==> src/rtl/dmd_pkg.sv <==
// Package: shared types of the banked data memory decoder.
// Assumes: two banks, one region kind per access.
package dmd_pkg;

    // Region an effective offset falls into.
    typedef enum logic [1:0] {
        RG_NONE = 2'd0,   // nothing behind the offset
        RG_NULL = 2'd1,   // virtual register reached through the pointer
        RG_SFR  = 2'd2,   // banked special-function register
        RG_GPR  = 2'd3    // shared general-purpose RAM
    } region_e;

endpackage

==> src/rtl/dmd_addr_mux.sv <==
// Module: dmd_addr_mux
// Forms the effective (bank, offset) pair of one access. A direct offset
// equal to IND_OFS switches to indirect mode, where the low pointer bits
// give the offset. The bank bit applies in both modes.
// Assumes: PTR_W > OFS_W; pointer bits above OFS_W carry no meaning here.
module dmd_addr_mux #(
    parameter int OFS_W  = 7,
    parameter int PTR_W  = 8,
    parameter int IND_OFS = 0
) (
    input  logic [OFS_W-1:0] dir_ofs,
    input  logic [PTR_W-1:0] ind_ptr,
    input  logic             bank_sel,
    output logic [OFS_W-1:0] eff_ofs,
    output logic             eff_bank,
    output logic             ind_mode
);

    localparam logic [OFS_W-1:0] IND_CODE = OFS_W'(IND_OFS);

    logic unused_ptr_hi;
    assign unused_ptr_hi = ^ind_ptr[PTR_W-1:OFS_W];

    // Pick the offset source and carry the bank bit through.
    always_comb begin
        ind_mode = (dir_ofs == IND_CODE);
        eff_ofs  = ind_mode ? ind_ptr[OFS_W-1:0] : dir_ofs;
        eff_bank = bank_sel;
    end

endmodule

==> src/rtl/dmd_region_dec.sv <==
// Module: dmd_region_dec
// Classifies an effective offset into a region and gives the RAM index.
// Offsets below GPR_LO are SFRs except IND_OFS, the window
// [GPR_LO, GPR_LO+GPR_CNT) is RAM, and the rest is empty.
// Assumes: IND_OFS < GPR_LO and GPR_LO+GPR_CNT <= 2**OFS_W.
module dmd_region_dec
    import dmd_pkg::*;
#(
    parameter int OFS_W   = 7,
    parameter int IND_OFS = 0,
    parameter int GPR_LO  = 12,
    parameter int GPR_CNT = 68,
    parameter int IDX_W   = $clog2(GPR_CNT)
) (
    input  logic             clk,
    input  logic             rst_n,
    input  logic [OFS_W-1:0] eff_ofs,
    output region_e          region,
    output logic [IDX_W-1:0] gpr_idx
);

    localparam int GPR_END = GPR_LO + GPR_CNT;

    // Range compare of the offset against the region limits.
    always_comb begin
        gpr_idx = IDX_W'(int'(eff_ofs) - GPR_LO);
        if (int'(eff_ofs) == IND_OFS) begin
            region = RG_NULL;
        end else if (int'(eff_ofs) < GPR_LO) begin
            region = RG_SFR;
        end else if (int'(eff_ofs) < GPR_END) begin
            region = RG_GPR;
        end else begin
            region = RG_NONE;
        end
    end

    AST_EMPTY_ABOVE_RAM: assert property (@(posedge clk) disable iff (!rst_n)
        (int'(eff_ofs) >= GPR_END) |-> (region == RG_NONE));

endmodule

==> src/rtl/dmd_gpr_ram.sv <==
// Module: dmd_gpr_ram
// Shared general-purpose byte storage. Write on the rising edge, read
// combinational, cleared by synchronous reset. Out-of-range indices read
// zero and never write.
// Assumes: the caller gates we with its own select.
module dmd_gpr_ram #(
    parameter int DEPTH = 68,
    parameter int DW    = 8,
    parameter int IDX_W = $clog2(DEPTH)
) (
    input  logic             clk,
    input  logic             rst_n,
    input  logic             we,
    input  logic [IDX_W-1:0] idx,
    input  logic [DW-1:0]    wdata,
    output logic [DW-1:0]    rdata
);

    logic [DW-1:0] mem [DEPTH];
    logic          in_range;

    assign in_range = (int'(idx) < DEPTH);

    // Clear on reset, otherwise store the write byte.
    always_ff @(posedge clk) begin
        if (!rst_n) begin
            for (int i = 0; i < DEPTH; i++) begin
                mem[i] <= '0;
            end
        end else if (we && in_range) begin
            mem[idx] <= wdata;
        end
    end

    // Combinational read port.
    always_comb begin
        rdata = in_range ? mem[idx] : '0;
    end

    AST_WRITE_LANDS: assert property (@(posedge clk) disable iff (!rst_n)
        we |=> ((idx != $past(idx)) || (rdata == $past(wdata))));

endmodule

==> src/rtl/dmd_bank_decoder.sv <==
// Module: dmd_bank_decoder (top)
// Decodes one data-memory access of an 8-bit core with two banks onto the
// banked SFR file (outside) or the shared general-purpose RAM (inside),
// resolving the virtual indirect register through the pointer.
// Assumes: bank_hi is kept clear and is ignored; SFR data is returned
// combinationally on sfr_rdata.
module dmd_bank_decoder
    import dmd_pkg::*;
#(
    parameter int OFS_W   = 7,
    parameter int PTR_W   = 8,
    parameter int DW      = 8,
    parameter int IND_OFS = 0,
    parameter int GPR_LO  = 12,
    parameter int GPR_CNT = 68,
    parameter int IDX_W   = $clog2(GPR_CNT)
) (
    input  logic             clk,
    input  logic             rst_n,
    input  logic [OFS_W-1:0] dir_ofs,
    input  logic [PTR_W-1:0] ind_ptr,
    input  logic             bank_sel,
    input  logic             bank_hi,
    input  logic             rd_en,
    input  logic             wr_en,
    input  logic [DW-1:0]    wr_data,
    input  logic [DW-1:0]    sfr_rdata,
    output logic [DW-1:0]    rd_data,
    output logic             ram_sel,
    output logic [IDX_W-1:0] ram_idx,
    output logic             ram_we,
    output logic             sfr_sel,
    output logic [OFS_W:0]   sfr_addr,
    output logic             sfr_re,
    output logic             sfr_we
);

    logic [OFS_W-1:0] eff_ofs;
    logic             eff_bank;
    logic             ind_mode;
    region_e          region;
    logic [IDX_W-1:0] gpr_idx;
    logic [DW-1:0]    ram_rdata;
    logic             unused_bank_hi;

    assign unused_bank_hi = bank_hi;

    dmd_addr_mux #(
        .OFS_W   (OFS_W),
        .PTR_W   (PTR_W),
        .IND_OFS (IND_OFS)
    ) i_addr_mux (
        .dir_ofs  (dir_ofs),
        .ind_ptr  (ind_ptr),
        .bank_sel (bank_sel),
        .eff_ofs  (eff_ofs),
        .eff_bank (eff_bank),
        .ind_mode (ind_mode)
    );

    dmd_region_dec #(
        .OFS_W   (OFS_W),
        .IND_OFS (IND_OFS),
        .GPR_LO  (GPR_LO),
        .GPR_CNT (GPR_CNT),
        .IDX_W   (IDX_W)
    ) i_region_dec (
        .clk     (clk),
        .rst_n   (rst_n),
        .eff_ofs (eff_ofs),
        .region  (region),
        .gpr_idx (gpr_idx)
    );

    dmd_gpr_ram #(
        .DEPTH (GPR_CNT),
        .DW    (DW),
        .IDX_W (IDX_W)
    ) i_gpr_ram (
        .clk   (clk),
        .rst_n (rst_n),
        .we    (ram_we),
        .idx   (ram_idx),
        .wdata (wr_data),
        .rdata (ram_rdata)
    );

    // Target selects and strobes from the decoded region.
    always_comb begin
        ram_sel  = (region == RG_GPR);
        sfr_sel  = (region == RG_SFR);
        ram_idx  = gpr_idx;
        ram_we   = ram_sel && wr_en;
        sfr_addr = {eff_bank, eff_ofs};
        sfr_re   = sfr_sel && rd_en;
        sfr_we   = sfr_sel && wr_en;
    end

    // Read data mux; empty and null regions return zero.
    always_comb begin
        unique case (region)
            RG_GPR:  rd_data = ram_rdata;
            RG_SFR:  rd_data = sfr_rdata;
            default: rd_data = '0;
        endcase
    end

    AST_ONE_TARGET: assert property (@(posedge clk) disable iff (!rst_n)
        $onehot0({ram_sel, sfr_sel}));
    AST_SFR_BANK: assert property (@(posedge clk) disable iff (!rst_n)
        sfr_sel |-> (sfr_addr[OFS_W] == bank_sel));
    AST_NULL_QUIET: assert property (@(posedge clk) disable iff (!rst_n)
        (ind_mode && (int'(ind_ptr[OFS_W-1:0]) == IND_OFS))
        |-> (!ram_we && !sfr_we && (rd_data == '0)));

endmodule

==> config.mk <==
export PLATFORM = sky130hd
export DESIGN_NAME = dmd_bank_decoder
export DESIGN_NICKNAME = d
export VERILOG_FILES = /design/src/rtl/dmd_pkg.sv /design/src/rtl/dmd_addr_mux.sv /design/src/rtl/dmd_region_dec.sv /design/src/rtl/dmd_gpr_ram.sv /design/src/rtl/dmd_bank_decoder.sv
export SDC_FILE = /design/constraint.sdc
export NUM_CORES = 1
export LEC_CHECK = 0
export BUFFER_PORTS_ARGS = -buffer_cell sky130_fd_sc_hd__buf_2
export CORE_MARGIN = 1
export CORE_UTILIZATION = 40
export CTS_CLUSTER_DIAMETER = 120
export CTS_CLUSTER_SIZE = 25
export DETAILED_ROUTE_END_ITERATION = 16
export GPL_ROUTABILITY_DRIVEN = 0
export RECOVER_POWER = 25
export SYNTH_ARGS = -nofsm -noshare
export SYNTH_HDL_FRONTEND = slang
export SYNTH_SLANG_ARGS = --single-unit
export TNS_END_PERCENT = 50
==> constraint.sdc <==
create_clock -name clk -period 5.7 [get_ports clk]
set_input_delay 0.855 -clock clk [delete_from_list [all_inputs] [get_ports clk]]
set_output_delay 0.855 -clock clk [all_outputs]
set_load 0.01 [all_outputs]
==> results.md, run 1 <==
* Outcome: complete, but fails checks
* Failing checks: max-capacitance violations, max-slew violations
* Max-Cap Viols at 12
* Vias per std cell at just under 6
* CP max stage cell: or4b_2
* Syn Inst Count at 2,563
* Via count at roughly 23,000
* Worst min path class: input port to register
* Std cell rows at just over 100
* Worst Hold Launch: rst_n
* Biggest register: i_gpr_ram.mem
* Hold EP: i_gpr_ram.mem[29][7]$_SDFFCE_PN0P_
* Max Freq at 181.7 MHz
* H-tree levels at 1
* CP max FO at 12
* CP startpoint kind: input port
* CP delay by family, top: simple AND/OR/NAND/NOR gates
* CTS Sinks at between 600 and 700
* Slack of the critical path at 0.1964 ns
* Max stage delay on crit path at 0.61 ns
* Clock Root Buffer: clkbuf_16
* DP Wirelength at between 60 and 70 mm
* Clk buf depth at 3
* DRT Pass-1 Iters at 6
* Synth Area per Inst at 12.30 um^2
* Final WL at 105.8 mm
* Top-area cell type share of the netlist area at between 60 and 70%
* Max FFs per register at 688
* I/O pins at 65
* Most common cell after layout, fill and taps aside: edfxtp_1
* Slew of the pin with the lowest slew margin at ~5.2 ns
* Worst path cell trace: buf_2 > buf_4 > nor2_1 > a41o_1 > ha_1 > buf_4 > or4b_2 > nor3_1 > a2111oi_2 > clkbuf_1 > a211oi_2 > nand4_1 > and4_1 > a32o_1 > buf_2
* Pwr Density at 270.8 nW/um^2
* P&R area growth vs syn at 12.73%
* Nets at 2,861
* Commonest non-fill, non-tap cells in the layout: 688 x edfxtp_1, 501 x and2_1, 276 x nand2_1
* Gr ovfl total at 0
* # setup viols final at 0
* DP Worst Slack at 0.1577 ns
* Async set-or-reset flop fraction in the synthesized netlist at 0%
* Top FF cell, synth: edfxtp_1
* Number of global-route vias before repair at 21,360
* Largest registers: i_gpr_ram.mem x688
* CP Data Required Time at roughly 4.9 ns
* Rel. slew slack at -244.4%
* Yosys reg bits at roughly 690
* Final Cell Area at 35,540 um^2
* Netlist cell types at 81
* CTS Buf Count at 31
* Starting DRT DRC Count at 3,052
* Vert. Die Dim at 282.8 um
* Mapped cell area at around 32,000 um^2
* Layout cells sized above 1 at between 10% and 20%
* IO Port Bufs at 60
* RSZ-0062 raised after global routing: false
* Crit end category: primary output
* Buf+Inv Stages, Crit Path at 5
* Area of the core at about 78,000 um^2
* Min Tclk post-route at 5.504 ns
* Wire per inst at 27.39 um
* Largest net degree at the start of global routing at 97
* Post-route setup TNS at 0 ns
* DIE AREA at between 70,000 and 80,000 um^2
* GRT Resource Usage Total at 26.26%
* Die Width at 282.8 um
* Critical path class: input port to primary output
* Initial core utilization at around two fifths
* Final Cycle Share at 96.56%
* Arr. time, crit path at 4.65 ns
* Dpl cell area at 34,830 um^2
* Top cells by area, synth: edfxtp_1 66%, and2_1 11%, nand2_1 3.3%
* Design Power at about 9600 uW
* Fin Hold WS at roughly 1.1 ns
* DR WL met3 at 11.48 mm
* Yosys warns at 0
* Synth area leader: edfxtp_1
* Reg clk slew, reported paths at 0.10 ns
* TritonCTS clock tree: done
* Met1 WL at 42.68 mm
* Top sig layer: met5
* Worst-case vdd ir drop at 0.2618 mV
* Worst hold stages at 3
* Leak at 0.01250 uW
* EDFF count, synth at 688
* Final Hold Vio Count at 0
* Initial antenna violation count at 4
* Max Slew Vio Count at 637
* Final ANT Viol Nets at 0
* # DRC at 0
* First-pass GRT wire length at 151.0 mm
* DR WL met2 at approximately 48 mm
* Register area share after synthesis at 65.53%
routing by layer:
metal / track usage (%) / vias up
met2: 40.86 / 1364
met3: 5.072 / 197
li1: - / 9761
met5: 0 / -
met4: 8.302 / 2
met1: 37.04 / 11430
per-stage QoR:
step / instances / utilization [%]
2_1_floorplan: 2706 / -
3_3_place_gp: 3829 / 44.81
3_5_place_dp: 3829 / 44.81
4_1_cts: 3862 / 45.84
5_1_grt: 3862 / 45.72
6_report: 3864 / 45.73
synth_stat cells (31+ instances only):
| master | count |
|---|---|
| and2_1 | 549 |
| edfxtp_1 | 688 |
| buf_2 | 31 |
| mux2i_1 | 38 |
| o22ai_1 | 47 |
| clkbuf_1 | 142 |
| nand3_1 | 78 |
| o21ai_0 | 103 |
| nor2_1 | 114 |
| nand2_1 | 275 |
| o221ai_1 | 34 |
| a21oi_1 | 80 |
how the worst max path moves through the flow:
stage | from | to | slack [ns] | cells past startpoint
2_1_floorplan | dir_ofs[1] | rd_data[5] | 0.006 | 20
3_3_place_gp | dir_ofs[6] | rd_data[0] | 0.16 | 17
3_5_place_dp | dir_ofs[6] | rd_data[0] | 0.16 | 17
4_1_cts | dir_ofs[6] | rd_data[0] | 0.13 | 17
5_1_grt | dir_ofs[6] | rd_data[0] | 0.1 | 17
6_report | dir_ofs[0] | rd_data[6] | 0.20 | 15
cell families after synthesis:
family	share of synthesized area, %
DFF	65.53
buffers and inverters	2.802
muxes	2.242
adders and majority gates	0.07936
and+or+nand+nor	18.93
AOI/OAI and AO/OA	10.41
other	0.01189
power breakdown:
part / total [uW] / switching [uW] / internal (uW)
Clock: 2560 / 1580 / 980
Combinational: 1140 / 805 / 334
Sequential: 5930 / 87.2 / 5840
Total: 9630 / 2470 / 7160
repair_timing:
action,4_1_cts,5_1_grt
hold buffers,0,0
setup endpoints to repair,0,1
buffers inserted,0,0
resized for setup,0,1
cell type report:
type | count | area [um^2]
antenna | 2 | 5.005
timing repair buffer | 281 | 2042
clock inverter | 2 | 25.02
tap | 1040 | 1301
clock buffer | 31 | 775.7
inverter | 18 | 76.32
fill | 7052 | 42180
multi-input combinational | 1802 | 10660
sequential | 688 | 20660
(Power assumes the default switching activity.)
==> inputs of run 2 (changes only) <==
--- a/config.mk
+++ b/config.mk
@@ -8,6 +8,7 @@
 export BUFFER_PORTS_ARGS = -buffer_cell sky130_fd_sc_hd__buf_2
 export CORE_MARGIN = 1
 export CORE_UTILIZATION = 40
+export CTS_BUF_LIST = sky130_fd_sc_hd__clkbuf_2 sky130_fd_sc_hd__clkbuf_4 sky130_fd_sc_hd__clkbuf_8
 export CTS_CLUSTER_DIAMETER = 120
 export CTS_CLUSTER_SIZE = 25
 export DETAILED_ROUTE_END_ITERATION = 16
==> run 2 against run 1 <==
- the flow still finishes with violations (max-capacitance violations, max-slew violations)
- total power shrank 5.8%
- die area is the same
- first-iteration DRC count decreased by 0.46%
- routed wire length down 0.18%
- count of clock-buffer cells in the layout did not move
- critical path type unchanged
- critical endpoint is now rd_data[1]
==> results.md, run 2 (synthesized netlist as in run 1, its figures left out) <==
* CTS Sinks at 688
* Initial antenna violation count at 3
* Gr ovfl total at 0
* Largest net degree at the start of global routing at slightly below 100
* Clock Root Buffer: clkbuf_8
* Max Slew Vio Count at 637
* Worst-case vdd ir drop at ~0.19 mV
* Area of the multi-input gates at between 10,000 and 15,000 um^2
* Wire per inst at 27.32 um
* Met2 GRT Util at about 41%
* Layout cells sized above 1 at 12.62%
* Fill cells at around 7,100
* Reg clk slew, reported paths at 0.17 ns
* Failing checks: max-capacitance violations, max-slew violations
* Worst min path class: input port to register
* CTS Buf Count at 31
* Max Freq at 179.4 MHz
* Arr. time, crit path at 4.72 ns
* P_sw at around 2400 uW
* Number of global-route vias before repair at 21,350
* Initial core utilization at between 40% and 50%
* I/O pins at 65
* Vert. Die Dim at 282.8 um
* Die Width at 282.8 um
* Vias per std cell at approximately 6
* Sequential power share at 65.4%
* Crit end category: primary output
* CP startpoint kind: input port
* Final WL at 105.6 mm
* GRT Resource Usage Total at 26.19%
* Post-route setup TNS at 0 ns
* Biggest register: i_gpr_ram.mem
* Starting DRT DRC Count at 3,038
* Sw frac at 26.44%
* DRT Pass-1 Iters at 8
* CP Data Required Time at 4.85 ns
* Nets at 2,861
* Clock share of power at between 20% and 30%
* Worst Hold Launch: rst_n
* Final Cycle Share at 97.82%
* Gr busiest metal: met2
* Met3 Track Usage GR at 4.232%
* FF+latch area at 20,660 um^2
* RSZ-0062 raised after global routing: false
* Rel. slew slack at -243.9%
* DP Wirelength at 69.50 mm
* P&R area growth vs syn at 11.62%
* Clk buf depth at 3
* # setup viols final at 0
* Pwr Density at 257.8 nW/um^2
* Max FFs per register at ~690
* IO Port Bufs at 60
* Final ANT Viol Nets at 0
* Slew of the pin with the lowest slew margin at roughly 5.2 ns
* Largest registers: i_gpr_ram.mem x688
* Min Tclk post-route at 5.576 ns
* Commonest non-fill, non-tap cells in the layout: 688 x edfxtp_1, 501 x and2_1, 276 x nand2_1
* Combinational Power Share at 12.5%
* Design Power at 9072 uW
* Crit path from: dir_ofs[0]
* DIE AREA at roughly 80,000 um^2
* Pint at 6674 uW
* # DRC at 0
* Max-Cap Viols at 12
* Critical path class: input port to primary output
* H-tree levels at 1
* CP max FO at 12
* Outcome: complete, but fails checks
* Via count at between 20,000 and 25,000
* Most common cell after layout, fill and taps aside: edfxtp_1
* Std cell rows at between 100 and 150
* Area of the core at a little under 80,000 um^2
* First-pass GRT wire length at 150.8 mm
* Met1 Use GR at 37.23%
* Final Hold Vio Count at 0
* Leak at between 0.01 and 0.015 uW
* TritonCTS clock tree: done
-- run 2: cell types whose count changed in the layout (fill, tap and decap cells not counted), sizes merged --
cell | previous run | this run
inv | 17 | 16
diode | 2 | 4
buf | 251 | 250
clkbuf | 61 | 62
clkinvlp | 0 | 1
-- run 2: stage by stage --
step | instance area, um^2 | std cells | hold WS (ns) | util (%) | setup slack, ns
detailed placement | 34830 | 3829 | 1.559 | 44.81 | 0.1577
floorplan | 32100 | 2706 | 0.9539 | - | 0.005601
global placement | 34830 | 3829 | 1.539 | 44.81 | 0.1597
finish | 35190 | 3866 | 1.030 | 45.28 | 0.1245
global route | 35190 | 3864 | 1.053 | 45.28 | 0.005911
CTS | 35280 | 3862 | 0.7242 | 45.39 | 0.1266
-- run 2: final cells by class --
class                           instances  share of cell area (%)
Antenna cell                            4                 0.02844
Timing Repair Buffer                  281                   5.784
Inverter                               18                  0.2169
Clock inverter                          2                 0.06755
Sequential cell                       688                   58.70
Multi-Input combinational cell       1802                   30.29
Tap cell                             1040                   3.697
Clock buffer                           31                   1.212
-- run 2: path summary, 6_finish.rpt --
kind / cells after the start / endpoint
hold / removal: 3 / i_gpr_ram.mem[29][7]$_SDFFCE_PN0P_
setup / recovery: 17 / rd_data[1]
-- run 2: power groups by stage --
stage | combinational [uW] | clock (uW) | sequential (uW)
floorplan | 545 | 0 | 6010
global placement | 1100 | 0 | 6030
detailed placement | 1110 | 0 | 6040
CTS | 1110 | 2040 | 5930
global route | 1180 | 2170 | 5960
finish | 1140 | 2010 | 5930
-- run 2: worst max-delay path: stages --
cell and delay (ns):
buf_2 0.08, buf_4 0.20, nor2_1 0.10, a41o_1 0.29, ha_1 0.21, buf_4 0.17
or4b_2 0.62, nor3_1 0.23, a2111oi_2 0.10, clkbuf_1 0.14, a211oi_2 0.47, clkbuf_1 0.43
nand3_1 0.15, o2111ai_1 0.27, a211oi_1 0.12, buf_4 0.15, buf_2 0.14
-- run 2: repair_timing --
action | in CTS | in global routing
setup buffers | 0 | 0
endpoints found under the setup margin | 0 | 1
hold buffers | 0 | 0
gates resized for setup | 0 | 1
-- run 2: routing by layer --
| metal | wire length (um) | vias to the layer above |
|---|---|---|
| li1 | - | 9754 |
| met1 | 42980 | 11390 |
| met2 | 48080 | 1365 |
| met3 | 11100 | 185 |
| met4 | 3480 | 0 |
| met5 | 0 | - |
